$ cat src/rtl/mbs_pkg.sv
// Shared definitions for the multiplexed bus slave.
// Assumes the bit order of the synchronized control vector below is used
// consistently by the top module.
package mbs_pkg;
    // control vector layout after synchronization
    localparam int CTL_W = 4;
    localparam int ALE_B = 3;
    localparam int CS_B  = 2;
    localparam int WR_B  = 1;
    localparam int RD_B  = 0;
    // idle levels: strobe low, active-low controls high
    localparam logic [CTL_W-1:0] CTL_IDLE = 4'b0111;

    // read handshake states
    typedef enum logic [1:0] {
        RD_IDLE = 2'd0,
        RD_WAIT = 2'd1,
        RD_HOLD = 2'd2
    } rd_state_e;
endpackage

$ cat src/rtl/mbs_sync.sv
// Multi-stage synchronizer for a vector of asynchronous inputs.
// Assumes each bit is treated independently. Multi-bit values are only
// sampled once they have been stable for several cycles.
module mbs_sync #(
    parameter int                 WIDTH   = 1,
    parameter int                 STAGES  = 2,
    parameter logic [WIDTH-1:0]   RST_VAL = '0
) (
    input  logic             clk,
    input  logic             rst_n,
    input  logic [WIDTH-1:0] d,
    output logic [WIDTH-1:0] q
);
    logic [WIDTH-1:0] stg [STAGES];

    for (genvar i = 0; i < STAGES; i++) begin : g_stage
        if (i == 0) begin : g_first
            // first stage samples the raw pins
            always_ff @(posedge clk) begin
                if (!rst_n) stg[i] <= RST_VAL;
                else        stg[i] <= d;
            end
        end else begin : g_next
            // later stages settle metastability
            always_ff @(posedge clk) begin
                if (!rst_n) stg[i] <= RST_VAL;
                else        stg[i] <= stg[i-1];
            end
        end
    end

    assign q = stg[STAGES-1];
endmodule

$ cat src/rtl/mbs_wr_path.sv
// Address latch and write path. It takes the address on the falling edge
// of the address strobe. On a selected write-strobe rising edge it issues
// one write pulse with the data seen at that edge.
// Assumes the edge flags are single-cycle pulses from synchronized inputs.
module mbs_wr_path #(
    parameter int BUS_W = 8
) (
    input  logic             clk,
    input  logic             rst_n,
    input  logic             ale_fall,
    input  logic             wr_rise,
    input  logic             cs_n_s,
    input  logic [BUS_W-1:0] ad_s,
    output logic [BUS_W-1:0] reg_addr,
    output logic             reg_wr,
    output logic [BUS_W-1:0] reg_wdata
);
    // hold the address taken at the end of the address phase
    always_ff @(posedge clk) begin
        if (!rst_n)        reg_addr <= '0;
        else if (ale_fall) reg_addr <= ad_s;
    end

    // capture write data and pulse the write strobe for one cycle
    always_ff @(posedge clk) begin
        if (!rst_n) begin
            reg_wr    <= 1'b0;
            reg_wdata <= '0;
        end else begin
            reg_wr <= wr_rise && !cs_n_s;
            if (wr_rise && !cs_n_s) reg_wdata <= ad_s;
        end
    end

    // the write strobe never lasts more than one cycle
    a_r3_wr_one_cycle: assert property (@(posedge clk) disable iff (!rst_n)
        reg_wr |=> !reg_wr);
    // a write only follows a cycle with chip select low
    a_r4_wr_needs_cs: assert property (@(posedge clk) disable iff (!rst_n)
        reg_wr |-> $past(!cs_n_s));
endmodule

$ cat src/rtl/mbs_rd_ctl.sv
// Read handshake controller. It issues the register read request, holds
// ready low until the response arrives, and drives the captured data
// until the read strobe or chip select is released.
// Assumes at most one response per request. Stray responses are dropped.
module mbs_rd_ctl
    import mbs_pkg::*;
#(
    parameter int BUS_W = 8
) (
    input  logic             clk,
    input  logic             rst_n,
    input  logic             rd_fall,
    input  logic             rd_n_s,
    input  logic             cs_n_s,
    input  logic             rvalid,
    input  logic [BUS_W-1:0] rdata,
    output logic             reg_rd,
    output logic             ad_oe,
    output logic [BUS_W-1:0] ad_out,
    output logic             rdy_out
);
    rd_state_e state;
    logic [BUS_W-1:0] rdata_q;

    // step the read handshake and hold the returned data
    always_ff @(posedge clk) begin
        if (!rst_n) begin
            state   <= RD_IDLE;
            reg_rd  <= 1'b0;
            rdata_q <= '0;
        end else begin
            reg_rd <= 1'b0;
            unique case (state)
                RD_IDLE: if (rd_fall && !cs_n_s) begin
                    state  <= RD_WAIT;
                    reg_rd <= 1'b1;
                end
                RD_WAIT: if (cs_n_s || rd_n_s) begin
                    state <= RD_IDLE;
                end else if (rvalid) begin
                    state   <= RD_HOLD;
                    rdata_q <= rdata;
                end
                RD_HOLD: if (cs_n_s || rd_n_s) state <= RD_IDLE;
                default: state <= RD_IDLE;
            endcase
        end
    end

    // decode pad controls from the handshake state
    always_comb begin
        ad_oe   = (state != RD_IDLE);
        rdy_out = (state != RD_WAIT);
        ad_out  = rdata_q;
    end

    // one request per read strobe
    a_r5_rd_one_cycle: assert property (@(posedge clk) disable iff (!rst_n)
        reg_rd |=> !reg_rd);
    // ready is low while the request is outstanding
    a_r6_rdy_low_on_req: assert property (@(posedge clk) disable iff (!rst_n)
        reg_rd |-> !rdy_out);
    // ready only rises with data driven after a response arrived
    a_r7_rdy_after_data: assert property (@(posedge clk) disable iff (!rst_n)
        ($rose(rdy_out) && ad_oe) |-> $past(rvalid));
    // the lines are driven only after a cycle with select and read low
    a_r8_oe_in_read: assert property (@(posedge clk) disable iff (!rst_n)
        ad_oe |-> $past(!cs_n_s && !rd_n_s));
endmodule

$ cat src/rtl/mux_bus_slave.sv
// Register slave for a processor bus with shared address and data lines.
// It synchronizes all bus inputs, finds the strobe edges, and connects the
// address/write path and the read handshake to a register-file port.
// Assumes the bus strobes last several system clock cycles.
module mux_bus_slave
    import mbs_pkg::*;
#(
    parameter int BUS_W       = 8,
    parameter int SYNC_STAGES = 2
) (
    input  logic             clk,
    input  logic             rst_n,
    input  logic             bus_ale,
    input  logic             bus_cs_n,
    input  logic             bus_wr_n,
    input  logic             bus_rd_n,
    input  logic [BUS_W-1:0] bus_ad_in,
    output logic [BUS_W-1:0] bus_ad_out,
    output logic             bus_ad_oe,
    output logic             bus_rdy,
    output logic             bus_rdy_oe,
    output logic [BUS_W-1:0] reg_addr,
    output logic             reg_wr,
    output logic [BUS_W-1:0] reg_wdata,
    output logic             reg_rd,
    input  logic [BUS_W-1:0] reg_rdata,
    input  logic             reg_rvalid
);
    logic [CTL_W-1:0] ctl_raw, ctl_s;
    logic [BUS_W-1:0] ad_s;
    logic             ale_prev, wr_prev, rd_prev;
    logic             ale_fall, wr_rise, rd_fall;

    assign ctl_raw = {bus_ale, bus_cs_n, bus_wr_n, bus_rd_n};

    mbs_sync #(.WIDTH(CTL_W), .STAGES(SYNC_STAGES), .RST_VAL(CTL_IDLE)) u_ctl_sync (
        .clk(clk), .rst_n(rst_n), .d(ctl_raw), .q(ctl_s)
    );

    mbs_sync #(.WIDTH(BUS_W), .STAGES(SYNC_STAGES), .RST_VAL('0)) u_ad_sync (
        .clk(clk), .rst_n(rst_n), .d(bus_ad_in), .q(ad_s)
    );

    // keep last synchronized strobe levels for edge detection
    always_ff @(posedge clk) begin
        if (!rst_n) begin
            ale_prev <= CTL_IDLE[ALE_B];
            wr_prev  <= CTL_IDLE[WR_B];
            rd_prev  <= CTL_IDLE[RD_B];
        end else begin
            ale_prev <= ctl_s[ALE_B];
            wr_prev  <= ctl_s[WR_B];
            rd_prev  <= ctl_s[RD_B];
        end
    end

    // strobe edges from consecutive samples
    always_comb begin
        ale_fall = ale_prev  && !ctl_s[ALE_B];
        wr_rise  = !wr_prev  &&  ctl_s[WR_B];
        rd_fall  = rd_prev   && !ctl_s[RD_B];
    end

    mbs_wr_path #(.BUS_W(BUS_W)) u_wr_path (
        .clk(clk), .rst_n(rst_n),
        .ale_fall(ale_fall), .wr_rise(wr_rise), .cs_n_s(ctl_s[CS_B]),
        .ad_s(ad_s), .reg_addr(reg_addr), .reg_wr(reg_wr), .reg_wdata(reg_wdata)
    );

    mbs_rd_ctl #(.BUS_W(BUS_W)) u_rd_ctl (
        .clk(clk), .rst_n(rst_n),
        .rd_fall(rd_fall), .rd_n_s(ctl_s[RD_B]), .cs_n_s(ctl_s[CS_B]),
        .rvalid(reg_rvalid), .rdata(reg_rdata),
        .reg_rd(reg_rd), .ad_oe(bus_ad_oe), .ad_out(bus_ad_out), .rdy_out(bus_rdy)
    );

    // ready pad is enabled while the device is selected
    assign bus_rdy_oe = !ctl_s[CS_B];

    // a write and a read request never coincide
    a_r12_one_strobe: assert property (@(posedge clk) disable iff (!rst_n)
        !(reg_wr && reg_rd));
endmodule

$ cat config.mk
export PLATFORM = sky130hd
export DESIGN_NAME = mux_bus_slave
export DESIGN_NICKNAME = d
export VERILOG_FILES = /design/src/rtl/mbs_pkg.sv /design/src/rtl/mbs_sync.sv /design/src/rtl/mbs_wr_path.sv /design/src/rtl/mbs_rd_ctl.sv /design/src/rtl/mux_bus_slave.sv
export SDC_FILE = /design/constraint.sdc
export NUM_CORES = 1
export LEC_CHECK = 0
export BUFFER_PORTS_ARGS = -buffer_cell sky130_fd_sc_hd__buf_2
export CAP_MARGIN = 30
export CORE_MARGIN = 2
export CORE_UTILIZATION = 32
export CTS_CLUSTER_DIAMETER = 200
export DETAILED_ROUTE_END_ITERATION = 16
export GPL_ROUTABILITY_DRIVEN = 0
export PLACE_DENSITY = 0.57
export SKIP_CTS_REPAIR_TIMING = 1
export SLEW_MARGIN = 20
export SYNTH_ARGS = -nofsm -noshare
export SYNTH_HDL_FRONTEND = slang
export SYNTH_HIERARCHICAL = 1
export SYNTH_SLANG_ARGS = --single-unit
$ cat constraint.sdc
create_clock -name clk -period 2.62 [get_ports clk]
set_clock_uncertainty 0.2 [all_clocks]
set_input_delay 0.393 -clock clk [delete_from_list [all_inputs] [get_ports clk]]
set_output_delay 0.393 -clock clk [all_outputs]
set_load 0.02 [all_outputs]
==> results.txt <==
----------------------------------------------------
[Worst setup path]
  Cells traversed along the worst timing path ... or2_1 -> buf_2
  Setup Crit Path Kind ... flip-flop to output port
  Buffering stage count on the worst path with inverters included ... 1
  Kind of capture point of the worst setup path ... output port
  Maximum cell stage delay along the critical path ... 0.35 ns
  Biggest fanout along the worst timing path ... 3
  Arrival time at the worst endpoint ... 1.05 ns
  RR Startpoint ... u_ctl_sync/stg[1][2]$_SDFF_PN1_
  Start point of the critical path ... u_rd_ctl/state[1]$_SDFFE_PN0P_
  Register-to-register setup slack ... 1.03 ns
  Length in cells of the worst reg-to-reg path ... 3
  Reg2reg end ... u_rd_ctl/ad_out[4]$_SDFFE_PN0P_
  CP Data Required Time ... roughly 2.0 ns
  CP Launch Type ... flip-flop
  CP max-delay cell ... dfxtp_1
  Top delay family on crit path ... flip-flops
  Capturing element of the worst setup path ... bus_ad_oe
  Critical path depth in cells ... 2

[STA]
  Final slew viol count ... 0
  Final Hold Violating Endpoints ... 0
  Measured slew at the worst slew-check pin ... around 0.56 ns
  Number of setup violations in the final report ... 0
  Final total negative setup slack ... 0 ns
  Setup repair after global routing missed its margin ... no
  Worst path setup slack after routing ... roughly 0.97 ns
  Highest clock rate ... 607 MHz
  Worst slew slack as a fraction of its limit ... approximately 63%
  Post-layout min period ... between 1.5 and 2 ns
  Final clock period utilization by the worst path ... between 60% and 70%

[GRT]
  Number of global-route vias before repair ... 1,105
  Overall fraction of global-route tracks in use ... just under 10%
  Global-route wire length before repair ... ~4900 µm
  Number of antenna violations at the first check in global routing ... 0
  Maximum number of pins on one net before global-route repair ... 41
  Overflow left after global routing ... 0

[Synth]
  Area share of the largest cell type after synthesis ... between 50% and 60%
  Total of flip-flops plus latches after synthesis ... 55
  Netlist area before placement ... about 1900 µm²
  Avg Synthesized Cell Area ... about 11 µm²
  Mapped Nets ... slightly below 200
  Largest cells by area after synthesis ... dfxtp_1 57%, mux2i_1 13%, nand2_1 6.7%
  Cell accounting for the most synthesized area ... dfxtp_1
  Sequential area share after synthesis ... between 50% and 60%
  Number of instances in the synthesized netlist ... roughly 170
  Leading cell type by number of instances after synthesis ... dfxtp_1
  Most used flip-flop cell after synthesis ... dfxtp_1
  Share of flip-flops with an asynchronous set or reset ... 0%
  Synth cell types ... 20
  EDFF count, synth ... 0
  Warning count from the yosys run ... 6
  Cell types with the highest counts after synthesis ... 55 x dfxtp_1, 34 x nand2_1, 24 x mux2i_1

[Clocking]
  Post-CTS clock slew at the launch and capture registers of the worst setup and hold paths ... around 0.090 ns
  Bufs on Longest Clock Path ... 2
  Clock insertion delay at the later pin of the skew report ... 0.30 ns
  H-tree level count ... 2
  Buffer type at the clock tree root ... clkbuf_8
  Clock sink count ... 55
  Number of buffers added by the clock tree synthesis step ... 5
  CTS tree ... done

[Detailed routing]
  Final wirelength ... 3080 µm
  Number of remaining DRC errors ... 0
  Remaining antenna violation count ... 0
  Count of vias placed by the detailed router ... roughly 1,200
  Number of DRC markers after the initial detailed-route iteration ... 82
  Pre-Repair DR Iteration Count ... 3
  Post-detailed-route via-to-cell ratio ... 4.04
  Routed wire length per instance ... between 10 and 15 µm

[Finish]
  Share of final-layout standard cells stronger than drive strength 1 ... 34.2%
  Synth-to-Final Area Change ... 18.9%
  Design area ... roughly 2300 µm²
  Layout Nets ... between 200 and 250
  Antenna diode count ... 0

[Status]
  Run status ... finished, final reports clean

[Placement]
  Post-Place Worst Slack ... 1.02 ns
  Number of input and output port buffers inserted ... 51
  Dpl hpwl ... approximately 2200 µm
  Post-DP Area ... 2190 µm²

[Floorplan]
  Std cell rows ... 28
  Area of the die ... 6620 µm²
  Io pins ... 52
  Effective utilization at floorplan ... about a third
  Floorplan Core Area ... 5850 µm²
  Width of the die ... 81.4 µm
  Die Span Y ... 81.4 µm

[Job]
  Max-cap viol count ... 0

[Power and ir drop]
  Pwr dens ... ~600 nW/µm²
  Worst supply voltage drop on vdd ... approximately 210 µV
  Leak pwr ... around 0.96 nW

[Worst hold path]
  Type of the worst min-delay path ... primary input to flip-flop
  Hold Path Origin ... bus_wr_n

----------------------------------------------------
==> logic make-up after synthesis <==
kind of cell	synth area share, %
mux	12.5
simple gates	24.0
buf+inv	5.22
compound gates	0.718
flops	57.5
==> cell usage in the layout, fill, tap and decap left out, types with 2 or more instances in the layout <==
cell and instances:
dfxtp_1 55, buf_2 51, nand2_1 34, mux2i_1 24, and2_2 13, nor2b_1 10, nand2b_1 8, and2_1 7
clkbuf_8 5, nor2_1 3, and2b_2 2, nor2b_4 2
==> per-layer routing <==
metal  part of all wire (%)  routed length, µm  GRT usage (%)  up-vias
met1                     48               1490           12.3      541
li1                       -                  -              -      640
met3                    5.2                160           3.00        5
met5                      0                  0              0        -
met4                    1.9                 59           5.08        0
met2                     45               1370           14.8       26
==> stage by stage <==
stage | power (mW) | instances | hold slack (ns) | util (%)
after floorplan | 0.924 | 174 | 0.186 | -
after global routing | 1.44 | 300 | 0.0455 | 38.9
after CTS | 1.39 | 300 | 0.0569 | 38.9
after global placement | 0.946 | 292 | 0.189 | 37.5
final | 1.36 | 300 | 0.0672 | 38.9
after detailed placement | 0.947 | 292 | 0.192 | 37.5
==> area by class of cell <==
cell class | instances | area, µm²
Fill cell | 618 | 3570
Sequential cell | 55 | 1100
Multi-Input combinational cell | 108 | 714
Timing Repair Buffer | 52 | 275
Tap cell | 75 | 93.8
Clock buffer | 6 | 72.6
Clock inverter | 2 | 12.5
Inverter | 2 | 7.51
==> sequential cells by signal, indices dropped and copies added (netlist names) <==
signal and cells:
u_ctl_sync/stg 8, wr_prev 1, u_wr_path/reg_wdata 8, u_wr_path/reg_addr 8
rd_prev 1, u_rd_ctl/ad_out 8, u_rd_ctl/state 2, u_wr_path/reg_wr 1
u_rd_ctl/reg_rd 1, u_ad_sync/stg 16, ale_prev 1
==> report_power, final <==
| part | leakage [nW] | switching (mW) | total, mW | internal [mW] |
|---|---|---|---|---|
| combinational | 0.471 | 0.0300 | 0.0640 | 0.0340 |
| sequential | 0.449 | 0.00669 | 0.861 | 0.855 |
| clock | 0.0412 | 0.252 | 0.439 | 0.187 |
==> worst min-delay path by stage <==
stage / end / slack (ns) / depth (start not counted)
finish: u_ctl_sync/stg[0][1]$_SDFF_PN1_ / 0.07 / 2
global route: u_ctl_sync/stg[0][1]$_SDFF_PN1_ / 0.05 / 2
CTS: u_ctl_sync/stg[0][1]$_SDFF_PN1_ / 0.06 / 2
detailed placement: u_ctl_sync/stg[1][1]$_SDFF_PN1_ / 0.19 / 1
global placement: u_ctl_sync/stg[1][1]$_SDFF_PN1_ / 0.19 / 1
floorplan: u_ctl_sync/stg[1][0]$_SDFF_PN1_ / 0.19 / 1
No activity file was read; power rests on OpenSTA's default activity.
